[config.mk]
export PLATFORM = sky130hd
export DESIGN_NAME = adc_frame_ctrl
export DESIGN_NICKNAME = d
export VERILOG_FILES = /design/src/rtl/adc_frame_pkg.sv /design/src/rtl/adc_sclk_div.sv /design/src/rtl/adc_frame_seq.sv /design/src/rtl/adc_shift_cap.sv /design/src/rtl/adc_frame_ctrl.sv
export SDC_FILE = /design/constraint.sdc
export NUM_CORES = 1
export LEC_CHECK = 0
export ABC_AREA = 1
export BUFFER_PORTS_ARGS = -buffer_cell sky130_fd_sc_hd__buf_4
export CAP_MARGIN = 30
export CORE_UTILIZATION = 59
export CTS_BUF_LIST = sky130_fd_sc_hd__clkbuf_8
export DETAILED_ROUTE_END_ITERATION = 10
export PLACE_DENSITY = 0.86
export REMOVE_ABC_BUFFERS = 1
export SETUP_SLACK_MARGIN = 0.4
export SLEW_MARGIN = 5
export SYNTH_ARGS = -nofsm -noshare
export SYNTH_HDL_FRONTEND = slang
export SYNTH_SLANG_ARGS = --single-unit
[constraint.sdc]
create_clock -name clk -period 1.66 [get_ports clk]
set_input_delay 0.332 -clock clk [delete_from_list [all_inputs] [get_ports clk]]
set_output_delay 0.332 -clock clk [all_outputs]
set_load 0.05 [all_outputs]
[src/rtl/adc_frame_pkg.sv]
package adc_frame_pkg;
  localparam int FRAME_LEN = 16;
  localparam int RES_W     = 12;
  localparam int RES_HI    = FRAME_LEN - 2;
  localparam int RES_LO    = RES_HI - RES_W + 1;

  typedef logic [FRAME_LEN-1:0] frame_word_t;
  typedef logic [RES_W-1:0]     sample_t;
  typedef enum logic {ST_IDLE, ST_RUN} seq_state_t;

  function automatic sample_t frame_sample(frame_word_t w);
    return w[RES_HI:RES_LO];
  endfunction

  function automatic logic frame_pad_err(frame_word_t w);
    return w[FRAME_LEN-1] | (|w[RES_LO-1:1]);
  endfunction
endpackage

[src/rtl/adc_sclk_div.sv]
module adc_sclk_div #(
  parameter int DIV_HALF = 2
) (
  input  logic clk,
  input  logic rst_n,
  input  logic run_i,
  output logic tick_o
);
  localparam int CW = (DIV_HALF > 1) ? $clog2(DIV_HALF) : 1;
  localparam logic [CW-1:0] LAST = CW'(DIV_HALF - 1);

  logic [CW-1:0] cnt_q;

  assign tick_o = run_i && (cnt_q == LAST);

  always_ff @(posedge clk or negedge rst_n) begin
    if (!rst_n)            cnt_q <= '0;
    else if (!run_i || tick_o) cnt_q <= '0;
    else                   cnt_q <= cnt_q + 1'b1;
  end
endmodule

[src/rtl/adc_frame_seq.sv]
module adc_frame_seq
  import adc_frame_pkg::*;
(
  input  logic clk,
  input  logic rst_n,
  input  logic start_i,
  input  logic free_run_i,
  input  logic tick_i,
  output logic run_o,
  output logic cs_n_o,
  output logic sclk_o,
  output logic rise_o,
  output logic last_o
);
  localparam int BCW = $clog2(FRAME_LEN + 1);
  localparam logic [BCW-1:0] LAST_BIT = BCW'(FRAME_LEN - 1);

  seq_state_t     state_q;
  logic           pend_q;
  logic           sclk_q;
  logic           cs_n_q;
  logic [BCW-1:0] bit_q;

  assign run_o  = (state_q == ST_RUN);
  assign cs_n_o = cs_n_q;
  assign sclk_o = sclk_q;
  assign rise_o = run_o && tick_i && !sclk_q;
  assign last_o = rise_o && (bit_q == LAST_BIT);

  always_ff @(posedge clk or negedge rst_n) begin
    if (!rst_n) begin
      state_q <= ST_IDLE;
      pend_q  <= 1'b0;
      sclk_q  <= 1'b1;
      cs_n_q  <= 1'b1;
      bit_q   <= '0;
    end else begin
      case (state_q)
        ST_IDLE: begin
          if (start_i || pend_q || free_run_i) begin
            state_q <= ST_RUN;
            cs_n_q  <= 1'b0;
            pend_q  <= 1'b0;
            bit_q   <= '0;
          end
        end
        default: begin
          if (start_i) pend_q <= 1'b1;
          if (tick_i)  sclk_q <= ~sclk_q;
          if (rise_o)  bit_q  <= bit_q + 1'b1;
          if (last_o) begin
            cs_n_q  <= 1'b1;
            state_q <= ST_IDLE;
          end
        end
      endcase
    end
  end
endmodule

[src/rtl/adc_shift_cap.sv]
module adc_shift_cap
  import adc_frame_pkg::*;
(
  input  logic    clk,
  input  logic    rst_n,
  input  logic    sdi_i,
  input  logic    rise_i,
  input  logic    last_i,
  output sample_t sample_o,
  output logic    err_o,
  output logic    valid_o
);
  frame_word_t shreg_q;
  frame_word_t word_nxt;
  sample_t     sample_q;
  logic        err_q;
  logic        valid_q;

  assign word_nxt = {shreg_q[FRAME_LEN-2:0], sdi_i};
  assign sample_o = sample_q;
  assign err_o    = err_q;
  assign valid_o  = valid_q;

  always_ff @(posedge clk or negedge rst_n) begin
    if (!rst_n) begin
      shreg_q  <= '0;
      sample_q <= '0;
      err_q    <= 1'b0;
      valid_q  <= 1'b0;
    end else begin
      valid_q <= last_i;
      if (rise_i) shreg_q <= word_nxt;
      if (last_i) begin
        sample_q <= frame_sample(word_nxt);
        err_q    <= frame_pad_err(word_nxt);
      end
    end
  end
endmodule

[src/rtl/adc_frame_ctrl.sv]
module adc_frame_ctrl
  import adc_frame_pkg::*;
#(
  parameter int DIV_HALF = 2
) (
  input  logic             clk,
  input  logic             rst_n,
  input  logic             start_i,
  input  logic             free_run_i,
  input  logic             sdi_i,
  output logic             cs_n_o,
  output logic             sclk_o,
  output logic             busy_o,
  output logic [RES_W-1:0] sample_o,
  output logic             valid_o,
  output logic             frame_err_o
);
  logic run_w;
  logic tick_w;
  logic rise_w;
  logic last_w;

  assign busy_o = run_w;

  adc_sclk_div #(.DIV_HALF(DIV_HALF)) div_i (
    .clk(clk), .rst_n(rst_n), .run_i(run_w), .tick_o(tick_w)
  );

  adc_frame_seq seq_i (
    .clk(clk), .rst_n(rst_n), .start_i(start_i), .free_run_i(free_run_i),
    .tick_i(tick_w), .run_o(run_w), .cs_n_o(cs_n_o), .sclk_o(sclk_o),
    .rise_o(rise_w), .last_o(last_w)
  );

  adc_shift_cap cap_i (
    .clk(clk), .rst_n(rst_n), .sdi_i(sdi_i), .rise_i(rise_w), .last_i(last_w),
    .sample_o(sample_o), .err_o(frame_err_o), .valid_o(valid_o)
  );
endmodule

==> flow_summary.json, run 1 <==
{
  "clock_sink_count": 39,
  "hpwlAfterDp_um": 2030,
  "rsz0062_at_grt": "yes",
  "ir_drop_uv": 783,
  "startpoint": "seq_i.bit_q[0]",
  "synth_edf_count": 0,
  "power_switching_uw": 358,
  "critPathCaptureType": "flop",
  "fin_ws_ps": 284,
  "antenna_cells": 0,
  "numCtsBuffers": 5,
  "pwr_density_cell_nw_per_um2": 791,
  "async_flop_share": 1.00,
  "ant_nets": 0,
  "drv_slew": 0,
  "place_ws_ps": 123,
  "seqPwrFrac": 0.600,
  "power_leakage_nw": 1.09,
  "place_inst": 210,
  "clock_path_buffers": 2,
  "required_ps": 1840,
  "die_x_um": 55.0,
  "clk_latency_ps": 290,
  "area_growth_pct": 23.9,
  "initial_core_util": 0.644,
  "drive_above_1_share": 0.379,
  "critical_path_class": "reg2reg",
  "worstSetupStartpointType": "flop",
  "synthCells": 162,
  "pwr-share-clk": 0.365,
  "die_h_um": 55.0,
  "port_buffers": 21,
  "cts_tree": "done",
  "yosysMostFrequentCell": "nand2_1",
  "fin_util": 0.798,
  "core-area_sq_um": 2570,
  "fmaxAchievable_mhz": 727,
  "vias": 1207,
  "crit_fanout": 16,
  "dr.pass1.iters": 4,
  "cts.htree.levels": 2,
  "finalWirelength_um": 3410,
  "final-hold-violation-count": 0,
  "synth_cell_types": 19,
  "status": "finished, final reports clean",
  "die_area_sq_um": 3020,
  "yosys.area.top_type_share": 0.560,
  "stdcell_count": 228,
  "netlist_area_sq_um": 1650,
  "grt_usage": 0.246,
  "wl_per_cell_um": 14.9,
  "ys_ff_latch": 39,
  "avgSynthCellArea_sq_um": 10.2,
  "hold_path.class": "in2async",
  "grt_pass1_vias": 1139,
  "whs_ps": 0.0651,
  "finalWeightedCongestion": 0.826,
  "setup_viol": 0,
  "rr_startpoint": "seq_i.bit_q[0]",
  "switching_share": 0.220,
  "postLayoutCellArea_sq_um": 2050,
  "cts.clk_slew.worst_paths_ps": 70,
  "p_int_mw": 1.26,
  "root_buffer": "clkbuf_8",
  "grt_max_degree": 40,
  "place_area_sq_um": 1800,
  "ys.flop_type": "dfrtp_1",
  "vias_per_cell": 5.29,
  "skew_ps": 3.70,
  "worstPathArrival_ps": 1560,
  "period_minus_slack_ps": 1380,
  "slew_headroom": 0.686,
  "ys_seq_area_frac": 0.592,
  "maxCapViolCount": 0,
  "power.total_mw": 1.62,
  "fin_tns_setup_ps": 0,
  "drt_iter0_markers": 33,
  "fin_nets": 204,
  "row_count": 18,
  "finalCritPeriodShare": 0.829,
  "worst_slew_pin_slew_ps": 471,
  "netlist_top_cells_count": "nand2_1 (45), dfrtp_1 (37), inv_1 (20)",
  "gr-total-overflow": 0,
  "share_comb_of_total_power": 0.034,
  "yosysWarningCount": 0,
  "route.detailed.drc": 0,
  "grt_pass1_wl_um": 4940,
  "synth_area_leaders": "dfrtp_1 (56%), nand2_1 (10%), o21ai_2 (10%)",
  "ios": 22,
  "antenna_found_initial": 0,
  "yosysTopAreaCell": "dfrtp_1"
}
==> state kept, by name, indices dropped and copies added, names as in the netlist <==
| name | count |
|---|---|
| div_i.cnt_q | 1 |
| seq_i.cs_n_o | 1 |
| seq_i.sclk_o | 1 |
| cap_i.err_o | 1 |
| seq_i.run_o | 1 |
| seq_i.pend_q | 1 |
| seq_i.bit_q | 5 |
| cap_i.valid_o | 1 |
| cap_i.shreg_q | 15 |
| cap_i.sample_o | 12 |
==> power groups by stage <==
stage                     registers, mW  logic [mW]  clock network (mW)
final                             0.974      0.0556               0.592
after global routing              0.974      0.0652               0.636
after CTS                         0.973      0.0576               0.605
after detailed placement          0.991      0.0573                   0
after global placement            0.991      0.0540                   0
after floorplan                   0.989      0.0267                   0
==> layout make-up <==
| type | instances | area (sq um) |
|---|---|---|
| Inverter | 20 | 75.1 |
| Tap cell | 30 | 37.5 |
| Clock inverter | 3 | 12.5 |
| Sequential cell | 39 | 978 |
| Clock buffer | 5 | 68.8 |
| Timing Repair Buffer | 34 | 294 |
| Fill cell | 155 | 518 |
| Multi-Input combinational cell | 97 | 583 |
==> cells by family (layout without fill, tap and decap cells) <==
kind of cell    count (synthesis)  in the layout  share of synthesized area
compound gates                 29             29                      0.131
flops                          39             39                      0.592
fa+ha+maj                       2              2                     0.0151
buf+inv                        26             62                     0.0877
simple gates                   66             66                      0.175
==> critical path, cell delays in order (launching register included) <==
cell,delay (ps)
dfrtp_1,410
ha_4,170
nand2_4,50
nor2_4,110
ha_4,150
nand2_4,80
buf_12,160
nand2_1,80
o21ai_2,50
==> worst paths after layout <==
| kind | cells past startpoint | slack, ps | endpoint |
|---|---|---|---|
| worst max-delay path | 8 | 280 | cap_i.sample_o[8] |
| worst min-delay path | 1 | 0.07 | cap_i.sample_o[10] |
| worst max register to register | 8 | 280 | cap_i.sample_o[8] |
| worst min register to register | 2 | 480 | seq_i.cs_n_o |
| max in group asynchronous | 1 | 1310 | seq_i.cs_n_o |
| min in group clk | 3 | 260 | cap_i.shreg_q[0] |
==> routing by layer <==
layer | GRT usage | part of all wire
met1 | 0.293 | 0.41
met2 | 0.392 | 0.53
met3 | 0.0956 | 0.037
met4 | 0.117 | 0.020
met5 | 0 | 0
==> placed cells by master (no fill, tap or decap), drive strengths merged <==
| cell type | n |
|---|---|
| ha | 2 |
| nand3 | 7 |
| clkbuf | 5 |
| clkinv | 1 |
| dfstp | 2 |
| nand4 | 1 |
| nor2 | 6 |
| nor3 | 1 |
| inv | 22 |
| o21ai | 29 |
| or2 | 2 |
| buf | 34 |
| nand3b | 1 |
| nand2 | 48 |
| dfrtp | 37 |
==> timing repair <==
| item | in CTS | in global routing |
|---|---|---|
| pin swaps | 3 | 5 |
| hold buffers | 0 | 0 |
| hold endpoints to repair | 0 | 0 |
| resized for setup | 16 | 9 |
| buffers inserted | 7 | 3 |
| setup endpoints to repair | 20 | 34 |
Power figures use the tool's default switching activity.
==> run 2, diff against run 1 <==
--- a/config.mk
+++ b/config.mk
@@ -5,10 +5,10 @@
 export SDC_FILE = /design/constraint.sdc
 export NUM_CORES = 1
 export LEC_CHECK = 0
-export ABC_AREA = 1
+export ABC_AREA = 0
 export BUFFER_PORTS_ARGS = -buffer_cell sky130_fd_sc_hd__buf_4
 export CAP_MARGIN = 30
-export CORE_UTILIZATION = 59
+export CORE_UTILIZATION = 58
 export CTS_BUF_LIST = sky130_fd_sc_hd__clkbuf_8
 export DETAILED_ROUTE_END_ITERATION = 10
 export PLACE_DENSITY = 0.86
==> constraint.sdc (replaced) <==
create_clock -name clk -period 1.4 [get_ports clk]
set_input_delay 0.28 -clock clk [delete_from_list [all_inputs] [get_ports clk]]
set_output_delay 0.28 -clock clk [all_outputs]
set_load 0.05 [all_outputs]
==> run 2 against run 1 <==
Compared with the run above:
- the flow now stops in global routing (5_1_grt)
- synthesized area fell by 7.3%
- synthesized cell count fell by 35%
==> flow_summary.json, run 2 <==
{
  "firstError": "[ERROR DPL-0038] Utilization greater than 100%, impossible to legalize",
  "ys.flop_type": "dfrtp_1",
  "grt_max_degree": 40,
  "synth_cell_types": 23,
  "synth_area_leaders": "dfrtp_1 (60%), mux2_2 (20%), dfstp_2 (3.4%)",
  "die_x_um": 53.4,
  "worst-ep-kind": "register input",
  "ys_seq_area_frac": 0.638,
  "row_count": 18,
  "place_inst": 160,
  "netlist_top_cells_count": "dfrtp_1 (37), mux2_2 (27), inv_1 (7)",
  "avgSynthCellArea_sq_um": 14.6,
  "clock_path_buffers": 2,
  "initial_core_util": 0.619,
  "yosysWarningCount": 0,
  "ios": 22,
  "yosysMostFrequentCell": "dfrtp_1",
  "lastStage": "global routing (5_1_grt)",
  "netlist_area_sq_um": 1530,
  "grt-worst-endpoint": "cap_i.sample_o[6]$_DFFE_PN0P_/D",
  "hpwlAfterDp_um": 1880,
  "die_h_um": 53.4,
  "status": "did not finish",
  "synthCells": 105,
  "yosysTopAreaCell": "dfrtp_1",
  "async_flop_share": 1.00,
  "cts.htree.levels": 2,
  "yosys.area.top_type_share": 0.604,
  "clock_sink_count": 39,
  "finalWeightedCongestion": 0.725,
  "synth_edf_count": 0,
  "numCtsBuffers": 5,
  "port_buffers": 21,
  "root_buffer": "clkbuf_8",
  "ys_ff_latch": 39
}
## run 2: repair_timing
action | in CTS
hold buffers | 1
hold endpoints to repair | 37
setup endpoints to repair | 54
pin swaps | 3
gates resized for setup | 64
setup buffers | 16
gates cloned | 3
## run 2: cell families after synthesis
family,share of synthesized area
simple gates,0.0710
buf+inv,0.0327
mux,0.211
compound gates,0.0302
flops,0.638
fa+ha+maj,0.0163
## run 2: through the flow
| stage | instance area, sq um | worst slack (ps) | TNS [ps] | util |
|---|---|---|---|---|
| floorplan | 1510 | -456 | -7880 | - |
| global placement | 1770 | -242 | -2950 | 0.714 |
| detailed placement | 1770 | -302 | -3730 | 0.714 |
| CTS | 2320 | -193 | -2390 | 0.936 |
==> run 3, diff against run 2 <==
--- a/config.mk
+++ b/config.mk
@@ -8,12 +8,10 @@
 export ABC_AREA = 0
 export BUFFER_PORTS_ARGS = -buffer_cell sky130_fd_sc_hd__buf_4
 export CAP_MARGIN = 30
-export CORE_UTILIZATION = 58
-export CTS_BUF_LIST = sky130_fd_sc_hd__clkbuf_8
+export CORE_UTILIZATION = 40
 export DETAILED_ROUTE_END_ITERATION = 10
-export PLACE_DENSITY = 0.86
+export PLACE_DENSITY_LB_ADDON = 0.15
 export REMOVE_ABC_BUFFERS = 1
-export SETUP_SLACK_MARGIN = 0.4
 export SLEW_MARGIN = 5
 export SYNTH_ARGS = -nofsm -noshare
 export SYNTH_HDL_FRONTEND = slang
==> run 3 against run 2 <==
Compared with the run above:
- the flow now finishes, with violations (setup timing)
- synthesized area stayed put
- synthesized cell count stayed put
==> flow_summary.json, run 3 <==
{
  "avgSynthCellArea_sq_um": 14.6,
  "clk_latency_ps": 280,
  "core-area_sq_um": 3660,
  "gr-total-overflow": 0,
  "critical_path_class": "reg2reg",
  "fin_ws_ps": -164,
  "largest_reg_flops": 15,
  "fmaxAchievable_mhz": 639,
  "cts.htree.levels": 2,
  "slew_headroom": 0.680,
  "netlist_top_cells_count": "dfrtp_1 (37), mux2_2 (27), inv_1 (7)",
  "ios": 22,
  "synth_area_leaders": "dfrtp_1 (60%), mux2_2 (20%), dfstp_2 (3.4%)",
  "synthCells": 105,
  "fin_nets": 152,
  "period_minus_slack_ps": 1560,
  "ys_ff_latch": 39,
  "port_buffers": 21,
  "skew_ps": 4.64,
  "yosysWarningCount": 0,
  "final_common_cell": "dfrtp_1",
  "crit_fanout": 8,
  "vias": 957,
  "ant_nets": 0,
  "finalCritPeriodShare": 1.12,
  "worst_slew_pin_slew_ps": 481,
  "slowest_stage": "dfrtp_1",
  "dr.pass1.iters": 4,
  "ir_drop_uv": 612,
  "hpwlAfterDp_um": 1600,
  "critPathTopFamily": "flip-flops",
  "hold_path.class": "in2reg",
  "finalWirelength_um": 2770,
  "route.detailed.drc": 0,
  "antenna_cells": 0,
  "place_inst": 180,
  "grt_max_degree": 40,
  "pwr_density_cell_nw_per_um2": 954,
  "die_x_um": 63.9,
  "clock_sink_count": 39,
  "cts_tree": "done",
  "status": "finished, violations left",
  "row_count": 22,
  "wl_per_cell_um": 14.3,
  "initial_core_util": 0.419,
  "antenna_found_initial": 0,
  "netlist_area_sq_um": 1530,
  "rsz0062_at_grt": "yes",
  "finalWeightedCongestion": 0.764,
  "drive_above_1_share": 0.562,
  "drt_iter0_markers": 28,
  "ys_seq_area_frac": 0.638,
  "fin_tns_setup_ps": -3230,
  "regMostFlops": "cap_i.shreg_q",
  "crit_chain": "ha_2 > and3_4 > ha_4 > nand4b_4 > mux2_2",
  "die_h_um": 63.9,
  "cts.clk_slew.worst_paths_ps": 70,
  "critPathMaxStageDelay_ps": 390,
  "required_ps": 1570,
  "final-hold-violation-count": 0,
  "critPathBufInv": 0,
  "grt_usage": 0.158,
  "root_buffer": "clkbuf_8",
  "setup_viol": 29,
  "synth_cell_types": 23,
  "numCtsBuffers": 5,
  "layout_common_cells": "dfrtp_1 (35), buf_4 (30), mux2_2 (24)",
  "yosysTopAreaCell": "dfrtp_1",
  "fin_util": 0.550,
  "power_leakage_nw": 0.974,
  "yosys.area.top_type_share": 0.604,
  "ys.flop_type": "dfrtp_1",
  "grt_pass1_wl_um": 4710,
  "area_growth_pct": 31.3,
  "worstSetupStartpointType": "flop",
  "yosysMostFrequentCell": "dfrtp_1",
  "die_area_sq_um": 4080,
  "critPathCaptureType": "flop",
  "clock_path_buffers": 2,
  "violations": "setup timing",
  "grt_pass1_vias": 983,
  "worstPathArrival_ps": 1730,
  "stdcell_count": 194,
  "drv_slew": 0,
  "async_flop_share": 1.00,
  "vias_per_cell": 4.93,
  "synth_edf_count": 0,
  "maxCapViolCount": 0
}
-- run 3: cell families after synthesis --
group / count (synthesis) / share of synthesized area
adder cells (fa/ha/maj): 2 / 0.0163
buffers and inverters: 10 / 0.0327
AO/OA/AOI/OAI: 8 / 0.0302
multiplexers: 29 / 0.211
AND/OR/NAND/NOR: 17 / 0.0710
flip-flops: 39 / 0.638
-- run 3: path summary, 6_finish.rpt --
kind | startpoint | endpoint | slack, ps | cells past startpoint
min | start_i | seq_i.pend_q | 230 | 3
max reg2reg | seq_i.bit_q[0] | cap_i.sample_o[5] | -160 | 5
min reg2reg | cap_i.err_o | cap_i.err_o | 490 | 2
min in group asynchronous | rst_n | seq_i.bit_q[2] | 490 | 2
max | seq_i.bit_q[0] | cap_i.sample_o[5] | -160 | 5
max in group asynchronous | rst_n | seq_i.run_o | 540 | 2
-- run 3: routing by layer --
layer / GRT usage / vias up / wire, um
li1: - / 449 / -
met5: 0 / - / 0
met2: 0.265 / 18 / 1360
met1: 0.183 / 486 / 1240
met3: 0.0500 / 4 / 120
met4: 0.0767 / 0 / 48
-- run 3: report_power, final --
group | internal, mW | switching (mW) | leakage, nW | total (mW)
sequential | 1.15 | 0.0132 | 0.479 | 1.16
clock | 0.349 | 0.361 | 0.0422 | 0.710
combinational | 0.0245 | 0.0274 | 0.452 | 0.0518
total | 1.52 | 0.401 | 0.974 | 1.92
-- run 3: what timing repair did --
action	CTS	global route
hold endpoints to repair	37	0
hold buffers	1	0
pin swaps	0	1
gates cloned	1	0
setup buffers	3	1
resized for setup	14	6
setup endpoints to repair	30	35
-- run 3: layout make-up --
class,count,area (sq um)
fillers,308,1650
flip-flops and latches,39,981
multi-input cells,57,573
repair buffers,35,289
clock buffers,7,76.3
well taps,48,60.1
inverters,7,28.8
clock inverters,1,5.00
-- run 3: stage by stage --
| step | worst slack, ps | hold slack [ps] | instance area (sq um) | power, mW |
|---|---|---|---|---|
| global placement | -252 | 272 | 1810 | 1.23 |
| detailed placement | -299 | 277 | 1810 | 1.23 |
| finish | -164 | 229 | 2010 | 1.92 |
| CTS | -153 | 224 | 1990 | 1.96 |
| floorplan | -456 | -15.6 | 1510 | 1.20 |
| global route | -211 | 221 | 2010 | 2.02 |
-- run 3: worst register-to-register path: stages (launching register included) --
cell      delay (ps)
dfrtp_1          390
ha_2             200
and3_4           170
ha_4             180
nand4b_4         160
mux2_2           350
==> run 4, diff against run 3 <==
--- a/config.mk
+++ b/config.mk
@@ -12,6 +12,7 @@
 export DETAILED_ROUTE_END_ITERATION = 10
 export PLACE_DENSITY_LB_ADDON = 0.15
 export REMOVE_ABC_BUFFERS = 1
+export SETUP_SLACK_MARGIN = 0.02
 export SLEW_MARGIN = 5
 export SYNTH_ARGS = -nofsm -noshare
 export SYNTH_HDL_FRONTEND = slang
==> run 4 against run 3 <==
Compared with the run above:
- the run still ends with setup timing left
- cell count fell by 0.52%
- largest power group unchanged
- wire length fell by 0.18%
- sequential share of layout area did not move
- design area did not move
==> flow_summary.json, run 4 (synthesized netlist as in run 3, its figures left out) <==
{
  "status": "finished, violations left",
  "violations": "setup timing",
  "row_count": 22,
  "clock_sink_count": 39,
  "core-area_sq_um": 3660,
  "power.total_mw": 1.92,
  "place_ws_ps": -299,
  "drt_iter0_markers": 21,
  "rr_startpoint": "seq_i.bit_q[0]",
  "finalCritPeriodShare": 1.12,
  "die_x_um": 63.9,
  "pwr-share-clk": 0.370,
  "pwr_density_cell_nw_per_um2": 954,
  "initial_core_util": 0.419,
  "fin_tns_setup_ps": -3210,
  "worst_slew_pin_slew_ps": 482,
  "share_comb_of_total_power": 0.027,
  "dr.pass1.iters": 4,
  "vias_per_cell": 4.93,
  "antenna_cells": 0,
  "grt_max_degree": 40,
  "clock_path_buffers": 2,
  "drv_slew": 0,
  "critPathCaptureType": "flop",
  "drive_above_1_share": 0.559,
  "whs_endpoint": "seq_i.pend_q",
  "fmaxAchievable_mhz": 638,
  "reg2reg_slack_ps": -170,
  "port_buffers": 21,
  "finalWeightedCongestion": 0.764,
  "reg2reg_to": "cap_i.sample_o[5]",
  "fin_ws_ps": -166,
  "power_leakage_nw": 0.970,
  "period_minus_slack_ps": 1570,
  "ios": 22,
  "crit_fanout": 8,
  "regMostFlops": "cap_i.shreg_q",
  "maxCapViolCount": 0,
  "ir_drop_uv": 623,
  "switching_share": 0.209,
  "p_int_mw": 1.52,
  "gr-total-overflow": 0,
  "area_growth_pct": 31.3,
  "critical_path_class": "reg2reg",
  "antenna_found_initial": 0,
  "die_area_sq_um": 4080,
  "vias": 951,
  "hold_depth": 3,
  "rsz0062_at_grt": "yes",
  "worstSetupStartpointType": "flop",
  "grt_pass1_wl_um": 4700,
  "grt_pass1_vias": 987,
  "worstPathArrival_ps": 1730,
  "ff2ff_path_depth": 5,
  "place_area_sq_um": 1810,
  "route.detailed.drc": 0,
  "layout_common_cells": "dfrtp_1 (35), buf_4 (29), mux2_2 (24)",
  "skew_ps": 3.98,
  "clk_latency_ps": 280,
  "cts_tree": "done",
  "seqPwrFrac": 0.603,
  "hpwlAfterDp_um": 1600,
  "final-hold-violation-count": 0,
  "wl_per_cell_um": 14.3,
  "hp-start": "start_i",
  "whs_ps": 229,
  "root_buffer": "clkbuf_8",
  "numCtsBuffers": 5,
  "final_common_cell": "dfrtp_1",
  "setup_viol": 29,
  "slew_headroom": 0.679,
  "largest_reg_flops": 15,
  "finalWirelength_um": 2770,
  "fin_nets": 151,
  "cts.htree.levels": 2,
  "grt_usage": 0.158,
  "power_switching_uw": 402,
  "postLayoutCellArea_sq_um": 2010,
  "cts.clk_slew.worst_paths_ps": 70,
  "die_h_um": 63.9,
  "ant_nets": 0,
  "hold_path.class": "in2reg",
  "required_ps": 1570
}
## run 4: layout make-up
type	count	area, sq um
flip-flops and latches	39	981
fillers	310	1650
clock buffers	7	76.3
inverters	7	28.8
multi-input cells	57	581
clock inverters	1	5.00
well taps	48	60.1
repair buffers	34	282
## run 4: timing repair
| item | in CTS | in global routing |
|---|---|---|
| pin swaps | 0 | 1 |
| hold endpoints to repair | 37 | 0 |
| resized for setup | 14 | 7 |
| setup buffers | 3 | 1 |
| gates cloned | 1 | 0 |
| endpoints found under the setup margin | 32 | 35 |
| hold buffers | 1 | 0 |
## run 4: routing by layer
layer  GRT usage  wire length (um)
met1       0.181              1210
met2       0.265              1390
met3      0.0500               120
met4      0.0767                48
met5           0                 0
## run 4: per-stage QoR
stage,utilization,std cells
5_1_grt,0.550,193
2_1_floorplan,-,102
3_3_place_gp,0.494,180
3_5_place_dp,0.494,180
6_report,0.550,193
4_1_cts,0.542,193
## run 4: worst max-delay path, stage by stage (launching register included)
cell	delay, ps
dfrtp_1	390
ha_2	200
and3_4	170
ha_4	180
nand4b_4	160
mux2_2	350
## run 4: power groups by stage
stage / registers, mW / clock network, mW / logic [mW]
final: 1.16 / 0.710 / 0.0519
after global routing: 1.16 / 0.797 / 0.0590
after CTS: 1.16 / 0.747 / 0.0545
after detailed placement: 1.18 / 0 / 0.0517
after global placement: 1.18 / 0 / 0.0498
after floorplan: 1.18 / 0 / 0.0189
## run 4: how the worst max path moves through the flow
stage	startpoint	endpoint	slack, ps	cells past startpoint
CTS	seq_i.bit_q[0]	cap_i.sample_o[5]	-150	5
floorplan	seq_i.run_o	seq_i.bit_q[3]	-460	3
detailed placement	seq_i.bit_q[0]	cap_i.sample_o[2]	-300	5
global route	seq_i.bit_q[0]	cap_i.sample_o[5]	-220	5
global placement	seq_i.bit_q[0]	cap_i.sample_o[2]	-250	5
finish	seq_i.bit_q[0]	cap_i.sample_o[5]	-170	5
